$ cat src/rtl/streamGetPkg.sv
package streamGetPkg;
  localparam int DATA_W = 32;
  localparam int IDX_W = 4;
  localparam int CAUSE_W = 5;
  localparam logic [5:0] OPC_GET = 6'b011011;
  localparam logic [CAUSE_W-1:0] CAUSE_STREAM = 5'd0;
  localparam logic [CAUSE_W-1:0] CAUSE_PRIV = 5'd7;

  // LSB-0 positions of the option bits
  localparam int POS_NB = 15;
  localparam int POS_CTL = 14;
  localparam int POS_PEEK = 13;
  localparam int POS_ATOM = 12;
  localparam int POS_TRAP = 11;

  typedef struct packed {
    logic wbEn;
    logic errSet;
    logic edrLoad;
  } dpStrobe_t;

  typedef struct packed {
    logic       hit;
    logic [4:0] rd;
    logic       nb;
    logic       ctl;
    logic       peek;
    logic       atom;
    logic       trap;
    logic [IDX_W-1:0] idx;
  } getReq_t;

  function automatic getReq_t decodeGet(input logic vld, input logic [31:0] w);
    getReq_t r;
    r.hit  = vld && (w[31:26] == OPC_GET) && (w[20:16] == 5'd0) && (w[10:4] == 7'd0);
    r.rd   = w[25:21];
    r.nb   = w[POS_NB];
    r.ctl  = w[POS_CTL];
    r.peek = w[POS_PEEK];
    r.atom = w[POS_ATOM];
    r.trap = w[POS_TRAP];
    r.idx  = w[IDX_W-1:0];
    return r;
  endfunction
endpackage

$ cat src/rtl/streamGetCtrl.sv
module streamGetCtrl
  import streamGetPkg::*;
#(
  parameter int NUM_LINKS = 4,
  parameter bit PRIV_CHECK = 1'b1,
  parameter int SEL_W = (NUM_LINKS > 1) ? $clog2(NUM_LINKS) : 1
) (
  input  logic                  clk,
  input  logic                  rstN,
  input  logic                  reqValid,
  input  logic [31:0]           reqInstr,
  input  logic                  userMode,
  input  logic [NUM_LINKS-1:0]  linkValid,
  input  logic [NUM_LINKS-1:0]  linkCtrl,
  output logic [NUM_LINKS-1:0]  linkRead,
  output logic                  stall,
  output logic                  carryEn,
  output logic                  carryOut,
  output logic                  excValid,
  output logic [CAUSE_W-1:0]    excCause,
  output logic [IDX_W-1:0]      excLink,
  output logic                  intInhibit,
  output logic [4:0]            wbReg,
  output logic [SEL_W-1:0]      selIdx,
  output dpStrobe_t             strb
);
  localparam logic [IDX_W:0] LINK_LIMIT = (IDX_W+1)'(NUM_LINKS);

  getReq_t req;
  logic [IDX_W-1:0] selFull;
  logic privFault, access, selValid, selTag, consume, mismatch, takeExc;

  always_comb begin
    req       = decodeGet(reqValid, reqInstr);
    privFault = req.hit && PRIV_CHECK && userMode;
    access    = req.hit && !privFault;
    selFull   = ({1'b0, req.idx} < LINK_LIMIT) ? req.idx : '0;
    selIdx    = selFull[SEL_W-1:0];
    selValid  = linkValid[selIdx];
    selTag    = linkCtrl[selIdx];
    consume   = access && selValid;
    mismatch  = consume && (selTag != req.ctl);
    takeExc   = mismatch && req.trap;
  end

  always_comb begin
    stall        = access && !req.nb && !selValid;
    carryEn      = access && req.nb;
    carryOut     = carryEn && !selValid;
    strb.wbEn    = access && (req.nb || selValid) && !takeExc;
    strb.errSet  = mismatch;
    strb.edrLoad = takeExc;
    excValid     = privFault || takeExc;
    excCause     = privFault ? CAUSE_PRIV : CAUSE_STREAM;
    excLink      = privFault ? '0 : selFull;
    intInhibit   = req.hit && req.atom;
    wbReg        = req.rd;
  end

  for (genvar i = 0; i < NUM_LINKS; i++) begin : g_read
    assign linkRead[i] = consume && !req.peek && (selIdx == SEL_W'(i));
  end

  AST_READ_ONEHOT: assert property (@(posedge clk) disable iff (!rstN)
    $onehot0(linkRead));
  AST_READ_NEEDS_VALID: assert property (@(posedge clk) disable iff (!rstN)
    (linkRead & ~linkValid) == '0);
  AST_STALL_NO_READ: assert property (@(posedge clk) disable iff (!rstN)
    stall |-> (linkRead == '0));
  AST_PRIV_NO_READ: assert property (@(posedge clk) disable iff (!rstN)
    (excValid && excCause == CAUSE_PRIV) |-> (linkRead == '0 && !stall));
  AST_STALL_NO_CARRY: assert property (@(posedge clk) disable iff (!rstN)
    stall |-> !carryEn);
endmodule

$ cat src/rtl/streamGetDatapath.sv
module streamGetDatapath
  import streamGetPkg::*;
#(
  parameter int NUM_LINKS = 4,
  parameter int SEL_W = (NUM_LINKS > 1) ? $clog2(NUM_LINKS) : 1
) (
  input  logic                        clk,
  input  logic                        rstN,
  input  logic [NUM_LINKS*DATA_W-1:0] linkData,
  input  logic [SEL_W-1:0]            selIdx,
  input  dpStrobe_t                   strb,
  input  logic                        errClear,
  output logic                        wbEn,
  output logic [DATA_W-1:0]           wbData,
  output logic                        streamErr,
  output logic [DATA_W-1:0]           excData
);
  logic [DATA_W-1:0] selWord;

  always_comb begin
    selWord = linkData[selIdx*DATA_W +: DATA_W];
    wbData  = selWord;
    wbEn    = strb.wbEn;
  end

  always_ff @(posedge clk) begin
    if (!rstN) begin
      streamErr <= 1'b0;
      excData   <= '0;
    end else begin
      if (strb.errSet) streamErr <= 1'b1;
      else if (errClear) streamErr <= 1'b0;
      if (strb.edrLoad) excData <= selWord;
    end
  end

  AST_ERR_STICKY: assert property (@(posedge clk) disable iff (!rstN)
    (streamErr && !errClear) |=> streamErr);
  AST_ERR_SET: assert property (@(posedge clk) disable iff (!rstN)
    strb.errSet |=> streamErr);
  AST_WB_OR_TRAP: assert property (@(posedge clk) disable iff (!rstN)
    strb.edrLoad |-> !strb.wbEn);
  AST_EDR_HOLD: assert property (@(posedge clk) disable iff (!rstN)
    !strb.edrLoad |=> $stable(excData));
endmodule

$ cat src/rtl/streamGetUnit.sv
module streamGetUnit
  import streamGetPkg::*;
#(
  parameter int NUM_LINKS = 4,
  parameter bit USE_MMU = 1'b1,
  parameter bit MMU_PRIV_ALLOW = 1'b0
) (
  input  logic                        clk,
  input  logic                        rstN,
  input  logic                        reqValid,
  input  logic [31:0]                 reqInstr,
  input  logic                        userMode,
  input  logic                        errClear,
  input  logic [NUM_LINKS*DATA_W-1:0] linkData,
  input  logic [NUM_LINKS-1:0]        linkCtrl,
  input  logic [NUM_LINKS-1:0]        linkValid,
  output logic [NUM_LINKS-1:0]        linkRead,
  output logic                        stall,
  output logic                        wbEn,
  output logic [4:0]                  wbReg,
  output logic [DATA_W-1:0]           wbData,
  output logic                        carryEn,
  output logic                        carryOut,
  output logic                        streamErr,
  output logic                        excValid,
  output logic [CAUSE_W-1:0]          excCause,
  output logic [IDX_W-1:0]            excLink,
  output logic [DATA_W-1:0]           excData,
  output logic                        intInhibit
);
  localparam int SEL_W = (NUM_LINKS > 1) ? $clog2(NUM_LINKS) : 1;
  localparam bit PRIV_CHECK = USE_MMU && !MMU_PRIV_ALLOW;

  dpStrobe_t strb;
  logic [SEL_W-1:0] selIdx;

  streamGetCtrl #(.NUM_LINKS(NUM_LINKS), .PRIV_CHECK(PRIV_CHECK), .SEL_W(SEL_W)) u_ctrl (
    .clk(clk), .rstN(rstN), .reqValid(reqValid), .reqInstr(reqInstr),
    .userMode(userMode), .linkValid(linkValid), .linkCtrl(linkCtrl),
    .linkRead(linkRead), .stall(stall), .carryEn(carryEn), .carryOut(carryOut),
    .excValid(excValid), .excCause(excCause), .excLink(excLink),
    .intInhibit(intInhibit), .wbReg(wbReg), .selIdx(selIdx), .strb(strb)
  );

  streamGetDatapath #(.NUM_LINKS(NUM_LINKS), .SEL_W(SEL_W)) u_dp (
    .clk(clk), .rstN(rstN), .linkData(linkData), .selIdx(selIdx), .strb(strb),
    .errClear(errClear), .wbEn(wbEn), .wbData(wbData), .streamErr(streamErr),
    .excData(excData)
  );

  AST_NO_WB_ON_EXC: assert property (@(posedge clk) disable iff (!rstN)
    excValid |-> !wbEn);
  AST_NO_WB_ON_STALL: assert property (@(posedge clk) disable iff (!rstN)
    stall |-> (!wbEn && !excValid));
endmodule

$ cat config.mk
export PLATFORM = sky130hd
export DESIGN_NAME = streamGetUnit
export DESIGN_NICKNAME = d
export VERILOG_FILES = /design/src/rtl/streamGetPkg.sv /design/src/rtl/streamGetCtrl.sv /design/src/rtl/streamGetDatapath.sv /design/src/rtl/streamGetUnit.sv
export SDC_FILE = /design/constraint.sdc
export NUM_CORES = 1
export LEC_CHECK = 0
export ABC_AREA = 1
export BUFFER_PORTS_ARGS = -buffer_cell sky130_fd_sc_hd__buf_2
export CORE_AREA = 2 2 103 105
export DETAILED_ROUTE_END_ITERATION = 12
export DIE_AREA = 0 0 105 107
export RECOVER_POWER = 100
export SETUP_SLACK_MARGIN = 0.4
export SLEW_MARGIN = 0
export SYNTH_ARGS = -nofsm -noshare
export SYNTH_HDL_FRONTEND = slang
export SYNTH_SLANG_ARGS = --single-unit
$ cat constraint.sdc
create_clock -name clk -period 3 [get_ports clk]
set_clock_uncertainty 0.1 [all_clocks]
set_input_delay 0.9 -clock clk [delete_from_list [all_inputs] [get_ports clk]]
set_output_delay 0.9 -clock clk [all_outputs]
set_load 0.01 [all_outputs]
==> flow_metrics.py, run 1 <==
metrics = {
    "routing": {
        "drc": 0,
        "postRouteAntennaNets": 0,
        "vias_per_cell": 4.750,
        "drt_iter0_drc": 171,
        "drt_wl_total_um": 16350,
        "dr.pass1.iters": 5,
        "vias": 4579,
        "wl_per_cell_um": 16.96,
    },
    "final_layout": {
        "fillers": 868,
        "finalNetCount": 1000,
        "mostFrequentLayoutCells": "buf_2, nand2_1, buf_6, buf_4, nor2_1",
        "multi_input_area_sq_mm": 0.002391,
        "stdcell_area_sq_mm": 0.006568,
        "ff_latch_area_sq_um": 660.6,
        "final_common_cell": "buf_2",
        "final_cells": 964,
        "drive_gt1_frac": 0.6413,
        "area_delta_synth_final_pct": 156.4,
        "diodes": 0,
    },
    "logic_synthesis": {
        "netlist_area_sq_mm": 0.002561,
        "synthCells": 451,
        "ys_async_sr_fraction": 0,
        "synth-seq-cells": 33,
        "syn_avg_cell_area_sq_um": 5.679,
        "synth_cell_types": 25,
        "yosysWarnings": 0,
        "synth_edf_count": 0,
        "synth-main-ff-cell": "dfxtp_1",
        "seq_area_frac_synth": 0.2579,
    },
    "worst_setup_path": {
        "r2r_start": "u_dp.excData[14]",
        "rr_worst_depth": 4,
        "startpoint": "reqInstr[20]",
        "cpLargestDelayFamily": "simple AND/OR/NAND/NOR gates",
        "cp-start-kind": "primary input",
        "crit_chain": "buf_6, nor2_2, nand2_1, nor2_2, nand4_1, nor2_2, nand4_1, nand3b_1, inv_1, buf_2",
        "slowest_stage": "nor2_2",
        "cp_common_cell": "nor2_2",
        "cp_num_buf_inv": 3,
        "cpPeakStageDelay_ns": 0.22,
        "crit_fanout": 2,
        "setup.worst_path.class": "in2out",
        "crit_arrival_ns": 2.15,
        "cp-end-kind": "output pin",
        "r2r-end": "u_dp.excData[14]",
        "rrSetupSlack_ns": 2.20,
        "cp.required_ns": 2.00,
    },
    "die": {
        "rows": 37,
        "die_w_um": 105,
        "initial_core_util": 0.2538,
        "core_sq_mm": 0.01009,
        "die_y_um": 107,
        "dieArea_sq_mm": 0.01124,
        "io_pins": 262,
    },
    "min_path": {
        "holdCritStartpoint": "u_dp.streamErr",
        "min_to": "u_dp.streamErr",
        "hold_depth": 2,
        "hold_class": "reg2reg",
    },
    "power": {
        "peakVddDrop_mv": 0.1707,
        "leakage_nw": 3.484,
        "pwr_density_cell_mw_per_mm2": 241.7,
    },
    "run_status": {
        "status": "complete, but fails checks",
        "violations": "negative setup slack",
    },
    "sta": {
        "fin_ws_ns": -0.1510,
        "worst_pin_slew_ns": 0.7402,
        "max_clock_freq_mhz": 317.4,
        "hold_violations": 0,
        "setup_viol": 39,
        "slew_headroom": 0.5065,
        "rsz0062_at_grt": "true",
        "period_share": 1.050,
        "min_period_ns": 3.151,
        "drv_slew": 0,
    },
    "clock_tree": {
        "cts-htree-levels": 2,
        "cts.reportedPaths.clkPinSlew_ns": 0.08,
        "ctsHoldBuffers": 0,
        "cts_tree": "yes",
        "cts_root_buffer": "clkbuf_8",
        "ctsLongestPathBuffers": 2,
        "numCtsBuffers": 5,
        "clock_sinks": 33,
        "clk_latency_ns": 0.29,
    },
    "placed_design": {
        "io_buffers": 247,
        "dp.cells": 855,
        "place_congestion": 0.8923,
        "post-dp-hpwl_um": 8568,
        "post_dp_cell_area_sq_mm": 0.004273,
    },
    "global_routing": {
        "grt_max_degree": 40,
        "grt_util_all_layers": 0.2261,
        "grt_pass1_wl_um": 20400,
        "antenna_found_initial": 0,
        "grt_overflow": 0,
        "grt_pass1_vias": 4314,
    },
    "job": {
        "drv_cap": 0,
    },
}
==> power by group <==
part           total [W]  leakage, nW    switching [W]  internal, W
logic           0.000700         3.16         0.000302     0.000398
registers       0.000438        0.266  0.0000000000664     0.000438
clock network   0.000450       0.0585         0.000179     0.000271
total            0.00159         3.48         0.000481      0.00111
==> timing repair <==
action,in CTS,in global routing
gates resized for setup,143,177
gates cloned,4,12
buffers inserted,64,21
pin swaps,38,80
setup endpoints to repair,47,80
==> kinds of logic after synthesis <==
logic type,count (synthesis),synth area share
compound gates,34,0.1001
buf+inv,86,0.1578
flops,33,0.2579
other cells,1,0.001464
simple gates,297,0.4827
==> layer usage <==
layer  global-route usage  vias up  part of all wire
li1                     -     2158                 -
met2               0.4420      234              0.55
met4              0.09333        0             0.038
met1               0.2322     2127              0.35
met5                    0        -                 0
met3              0.04681       60             0.065
==> worst min-delay path: stages, from the launching register on <==
cell      delay [ns]
dfxtp_1         0.31
nand2_1         0.06
a21boi_0        0.07
==> synthesized netlist by cell type, types with 2 or more instances <==
cell	number	share of area
a22oi_1	32	0.094
buf_2	14	0.027
buf_4	13	0.038
buf_6	2	0.0088
clkbuf_1	5	0.0073
dfxtp_1	33	0.26
inv_1	50	0.073
nand2_1	154	0.23
nand2_2	2	0.0049
nand3_1	39	0.076
nand4_1	6	0.015
nor2_1	86	0.13
nor3_1	3	0.0059
==> metrics by stage <==
step	hold WS (ns)	utilization	setup TNS, ns	power (W)	worst slack [ns]
finish	0.3871	0.6508	-1.897	0.001588	-0.1510
CTS	0.3831	0.5546	-0.2310	0.001453	-0.04710
floorplan	0.3941	-	0	0.0005901	0.1426
detailed placement	0.3708	0.4234	-4.179	0.0008142	-0.1593
global placement	0.3629	0.4234	-2.174	0.0008087	-0.09414
global route	0.4167	0.6508	-5.826	0.001654	-0.2379
==> worst max path at each step <==
stage / to / slack [ns] / depth (start not counted)
after floorplan: linkRead[1] / 0.14 / 8
after global placement: wbData[19] / -0.09 / 9
after detailed placement: wbData[11] / -0.16 / 8
after CTS: linkRead[3] / -0.05 / 9
after global routing: wbEn / -0.24 / 10
final: wbEn / -0.15 / 10
==> layout make-up <==
type | count | area share
Sequential cell | 33 | 0.1006
Clock inverter | 1 | 0.004572
Multi-Input combinational cell | 337 | 0.3641
Inverter | 51 | 0.02991
Tap cell | 136 | 0.02591
Timing Repair Buffer | 399 | 0.4618
Clock buffer | 7 | 0.01315
==> state kept, by name (all words and copies together), names as in the netlist <==
signal          count
u_dp.excData       32
u_dp.streamErr      1
(Power assumes the default switching activity.)
==> inputs of run 2 (changes only) <==
--- a/config.mk
+++ b/config.mk
@@ -6,10 +6,10 @@
 export NUM_CORES = 1
 export LEC_CHECK = 0
 export ABC_AREA = 1
-export BUFFER_PORTS_ARGS = -buffer_cell sky130_fd_sc_hd__buf_2
 export CORE_AREA = 2 2 103 105
 export DETAILED_ROUTE_END_ITERATION = 12
 export DIE_AREA = 0 0 105 107
+export DONT_BUFFER_PORTS = 1
 export RECOVER_POWER = 100
 export SETUP_SLACK_MARGIN = 0.4
 export SLEW_MARGIN = 0
==> flow_metrics.py, run 2 (same netlist as run 1, synthesis figures left out) <==
metrics = {
    "run_status": {
        "status": "finished, final reports clean",
    },
    "worst_setup_path": {
        "cp-end-kind": "output pin",
        "cp.required_ns": 2.00,
        "crit_arrival_ns": 1.92,
        "crit_fanout": 6,
        "setup.worst_path.class": "in2out",
        "cp-start-kind": "primary input",
    },
    "die": {
        "die_w_um": 105,
        "dieArea_sq_mm": 0.01124,
        "io_pins": 262,
        "die_y_um": 107,
        "core_sq_mm": 0.01009,
        "initial_core_util": 0.2538,
        "rows": 37,
    },
    "sta": {
        "worst_pin_slew_ns": 0.6636,
        "hold_violations": 0,
        "max_clock_freq_mhz": 342.5,
        "slew_headroom": 0.5563,
        "min_period_ns": 2.920,
        "drv_slew": 0,
        "hold_ws_ns": 0.4306,
        "setup_viol": 0,
        "rsz0062_at_grt": "true",
        "setup_tns_ns": 0,
        "period_share": 0.9733,
    },
    "routing": {
        "vias_per_cell": 4.854,
        "drc": 0,
        "postRouteAntennaNets": 0,
        "wl_per_cell_um": 16.48,
        "drt_wl_total_um": 9688,
        "vias": 2854,
        "drt_iter0_drc": 109,
        "dr.pass1.iters": 4,
    },
    "global_routing": {
        "grt_overflow": 0,
        "grt_pass1_vias": 2715,
        "grt_max_degree": 34,
        "grt_pass1_wl_um": 13720,
        "grt_util_all_layers": 0.1552,
        "antenna_found_initial": 0,
    },
    "power": {
        "peakVddDrop_mv": 0.1547,
        "leakage_nw": 1.525,
        "pwr_density_cell_mw_per_mm2": 339.2,
    },
    "clock_tree": {
        "numCtsBuffers": 5,
        "ctsLongestPathBuffers": 2,
        "clock_sinks": 33,
        "clk_latency_ns": 0.28,
        "cts.reportedPaths.clkPinSlew_ns": 0.07,
        "cts_tree": "yes",
        "cts-htree-levels": 2,
        "cts_root_buffer": "clkbuf_8",
    },
    "final_layout": {
        "multi_input_area_sq_mm": 0.001685,
        "final_common_cell": "nand2_1",
        "finalNetCount": 624,
        "drive_gt1_frac": 0.1637,
        "ff_latch_area_sq_um": 660.6,
        "area_delta_synth_final_pct": 21.25,
        "reg_top3": "u_dp.excData: 32 flops, u_dp.streamErr: 1 flops",
        "mostFrequentLayoutCells": "nand2_1, nor2_1, inv_1, nand3_1, dfxtp_1",
        "diodes": 0,
        "fillers": 1132,
        "largest_reg_flops": 32,
        "regMostFlops": "u_dp.excData",
        "fin_util": 0.3077,
    },
    "placed_design": {
        "post-dp-hpwl_um": 7227,
        "io_buffers": 0,
        "place_congestion": 0.9268,
    },
    "job": {
        "drv_cap": 0,
    },
    "min_path": {
        "hold_class": "reg2reg",
    },
}
[run 2: final timing paths]
| check | cells after the start | slack, ns | start | to |
|---|---|---|---|---|
| setup / recovery | 10 | 0.08 | reqInstr[3] | wbEn |
| setup reg to reg | 4 | 2.17 | u_dp.excData[1] | u_dp.excData[1] |
| hold / removal | 2 | 0.43 | u_dp.streamErr | u_dp.streamErr |
| hold reg to reg | 2 | 0.43 | u_dp.streamErr | u_dp.streamErr |
[run 2: what timing repair did]
action                     CTS  global route
pin swaps                   11             9
gates cloned                 0             1
buffers inserted             6             4
resized for setup           32            26
setup endpoints to repair   46            47
hold buffers                 0             0
[run 2: cell type report]
| class | count | share of cell area |
|---|---|---|
| sequential | 33 | 0.2127 |
| tap | 136 | 0.05479 |
| multi-input combinational | 335 | 0.5427 |
| clock buffer | 7 | 0.02780 |
| inverter | 51 | 0.06245 |
| clock inverter | 1 | 0.009670 |
| timing repair buffer | 25 | 0.08985 |
[run 2: metrics by stage]
stage	total power [W]	cells	area [sq um]	setup slack, ns
3_5_place_dp	0.0006031	569	2769	0.04459
5_1_grt	0.001115	588	3105	0.01741
4_1_cts	0.001075	583	3050	0.1309
2_1_floorplan	0.0005901	454	2646	0.1426
6_report	0.001053	588	3105	0.07997
3_3_place_gp	0.0006001	569	2769	0.1028
[run 2: critical path, stage by stage]
cell	delay, ns
nor2_8	0.15
buf_4	0.15
o21ai_4	0.06
nand2_1	0.08
nand2_2	0.08
nor2_4	0.12
nor2_2	0.06
nand4_1	0.10
nand3b_1	0.12
inv_1	0.11
[run 2: power by group]
| part | total (W) | switching [W] | internal [W] |
|---|---|---|---|
| combinational | 0.000177 | 0.000116 | 0.0000613 |
| sequential | 0.000438 | 0.000000000150 | 0.000438 |
| clock | 0.000439 | 0.000168 | 0.000271 |
| total | 0.00105 | 0.000283 | 0.000770 |
[run 2: per-layer routing]
layer  vias up  share of wire  track usage
met4         0          0.027      0.05810
met3        20          0.087      0.05228
met1      1276           0.38       0.1658
met2       163           0.51       0.2829
li1       1395              -            -
met5         -              0            0
==> inputs of run 3 (changes only) <==
--- a/config.mk
+++ b/config.mk
@@ -15,4 +15,5 @@
 export SLEW_MARGIN = 0
 export SYNTH_ARGS = -nofsm -noshare
 export SYNTH_HDL_FRONTEND = slang
+export SYNTH_HIERARCHICAL = 1
 export SYNTH_SLANG_ARGS = --single-unit
==> flow_metrics.py, run 3 <==
metrics = {
    "run_status": {
        "status": "finished, final reports clean",
    },
    "sta": {
        "setup_tns_ns": 0,
        "max_clock_freq_mhz": 339.3,
        "period_share": 0.9824,
        "hold_violations": 0,
        "rsz0062_at_grt": "true",
        "min_period_ns": 2.947,
        "drv_slew": 0,
        "hold_ws_ns": 0.4692,
        "setup_viol": 0,
    },
    "placed_design": {
        "place_congestion": 0.7425,
        "post_dp_cell_area_sq_mm": 0.002805,
        "io_buffers": 0,
        "post-dp-hpwl_um": 7345,
    },
    "die": {
        "die_w_um": 105,
        "core_sq_mm": 0.01009,
        "rows": 37,
        "initial_core_util": 0.2705,
        "die_y_um": 107,
        "io_pins": 262,
        "dieArea_sq_mm": 0.01124,
    },
    "logic_synthesis": {
        "ys_async_sr_fraction": 0,
        "syn_avg_cell_area_sq_um": 5.748,
        "synth_most_common_cell": "nand2_1",
        "netlist_area_sq_mm": 0.002730,
        "seq_area_frac_synth": 0.2420,
        "synth_cell_types": 25,
        "synthTopCellsByArea": "dfxtp_1, nand2_1, nand3_1, inv_1, a21oi_1",
        "synth-seq-cells": 33,
        "synthCells": 475,
        "yosys.area.top_type": "dfxtp_1",
        "synth_edf_count": 0,
        "netlist_top_cells_count": "nand2_1, nand3_1, inv_1",
        "synth-main-ff-cell": "dfxtp_1",
        "synth_top_area_frac": 0.2420,
        "yosysWarnings": 6,
    },
    "worst_setup_path": {
        "cp_common_cell": "nor2_4",
        "r2r_start": "u_dp/excData[7]",
        "cp_num_buf_inv": 1,
        "crit_fanout": 5,
        "cpLargestDelayFamily": "simple AND/OR/NAND/NOR gates",
        "cp.required_ns": 2.00,
        "slowest_stage": "nor3_4",
        "r2r-end": "u_dp/excData[7]",
        "cp-start-kind": "primary input",
        "setup.worst_path.class": "in2out",
        "rrSetupSlack_ns": 2.15,
        "crit_chain": "nor2_4, buf_4, nand4_1, nand2_2, nor2_4, nor2_4, nand2_4, nor3_4",
        "cp-end-kind": "output pin",
        "cpPeakStageDelay_ns": 0.18,
        "crit_arrival_ns": 1.95,
        "rr_worst_depth": 2,
    },
    "routing": {
        "dr.pass1.iters": 4,
        "vias": 3247,
        "drc": 0,
        "vias_per_cell": 5.146,
        "postRouteAntennaNets": 0,
        "drt_wl_total_um": 12290,
        "drt_iter0_drc": 191,
        "wl_per_cell_um": 19.48,
    },
    "min_path": {
        "hold_class": "reg2reg",
        "min_to": "u_dp/excData[13]",
        "holdCritStartpoint": "u_dp/excData[13]",
        "hold_depth": 2,
    },
    "clock_tree": {
        "clock_sinks": 33,
        "cts.reportedPaths.clkPinSlew_ns": 0.07,
        "ctsLongestPathBuffers": 2,
        "clk_latency_ns": 0.28,
        "numCtsBuffers": 5,
        "cts_tree": "yes",
        "cts-htree-levels": 2,
        "cts_root_buffer": "clkbuf_8",
    },
    "global_routing": {
        "grt_pass1_vias": 2823,
        "grt_max_degree": 37,
        "grt_pass1_wl_um": 14100,
        "antenna_found_initial": 0,
        "grt_util_all_layers": 0.1579,
        "grt_overflow": 0,
    },
    "final_layout": {
        "largest_reg_flops": 32,
        "finalNetCount": 667,
        "diodes": 0,
        "drive_gt1_frac": 0.5596,
        "mostFrequentLayoutCells": "nand2_1, nand2_2, nand3_2, nand2_4, inv_2",
        "fillers": 1012,
        "area_delta_synth_final_pct": 58.62,
        "reg_top3": "u_dp/excData: 32 flops, u_dp/streamErr: 1 flops",
        "multi_input_area_sq_mm": 0.002430,
        "regMostFlops": "u_dp/excData",
        "final_common_cell": "nand2_1",
        "stdcell_area_sq_mm": 0.004330,
        "ff_latch_area_sq_um": 660.6,
    },
    "power": {
        "power.total_w": 0.001185,
        "peakVddDrop_mv": 0.1441,
        "pwr_density_cell_mw_per_mm2": 273.5,
        "leakage_nw": 1.966,
    },
    "job": {
        "drv_cap": 0,
    },
}
[run 3: final cells by class]
type / instances / share of cell area
clock buffers: 5 / 0.01589
clock inverters: 3 / 0.004045
inverters: 51 / 0.05721
multi-input cells: 349 / 0.5611
flip-flops and latches: 33 / 0.1526
well taps: 136 / 0.03929
repair buffers: 54 / 0.1699
[run 3: worst max path at each step]
stage                start           to  slack (ns)  cells past startpoint
6_report       reqInstr[2]  linkRead[1]        0.05                      8
5_1_grt        reqInstr[2]  linkRead[1]       -0.04                      8
4_1_cts        reqInstr[3]    wbData[2]        0.07                      9
3_5_place_dp   reqInstr[2]         wbEn       -0.03                     11
3_3_place_gp   reqInstr[2]         wbEn      0.0003                     11
2_1_floorplan  reqInstr[2]    wbData[0]        0.20                      9
[run 3: per-stage QoR]
| step | setup WS, ns | std cells | util |
|---|---|---|---|
| 3_3_place_gp | 0.0002598 | 581 | 0.2780 |
| 4_1_cts | 0.07435 | 596 | 0.2966 |
| 6_report | 0.05284 | 631 | 0.4291 |
| 5_1_grt | -0.03935 | 631 | 0.4291 |
| 2_1_floorplan | 0.1978 | 478 | - |
| 3_5_place_dp | -0.02813 | 581 | 0.2780 |
[run 3: power by group]
group / switching (W) / leakage, nW / internal, W
Clock: 0.000175 / 0.0439 / 0.000160
Sequential: 0.000000000177 / 0.266 / 0.000438
Combinational: 0.000234 / 1.66 / 0.000177
[run 3: cells by family (layout without fill, tap and decap cells)]
family	count (synthesis)	count (layout)	share of synthesized area
compound gates	66	66	0.1219
buf+inv	96	113	0.1787
flops	33	33	0.2420
other cells	1	4	0.001374
simple gates	279	279	0.4560
[run 3: what timing repair did]
item                       CTS  global route
hold buffers                 0             0
cloned                       0             9
resized for setup           12           239
buffers inserted             7            26
setup endpoints to repair   45            48
pin swaps                    8            52
[run 3: tightest hold or removal path: cells and delay by family, from the launching register on]
family,cells,cell delay (ns)
AO/OA/AOI/OAI,2,0.18
flip-flops,1,0.34
[run 3: layer usage]
metal	global-route usage	vias up	routed length (um)
met2	0.3080	178	6729
met4	0.03714	0	104
met1	0.1683	1529	4589
met5	0	-	0
met3	0.04134	8	870
li1	-	1532	-
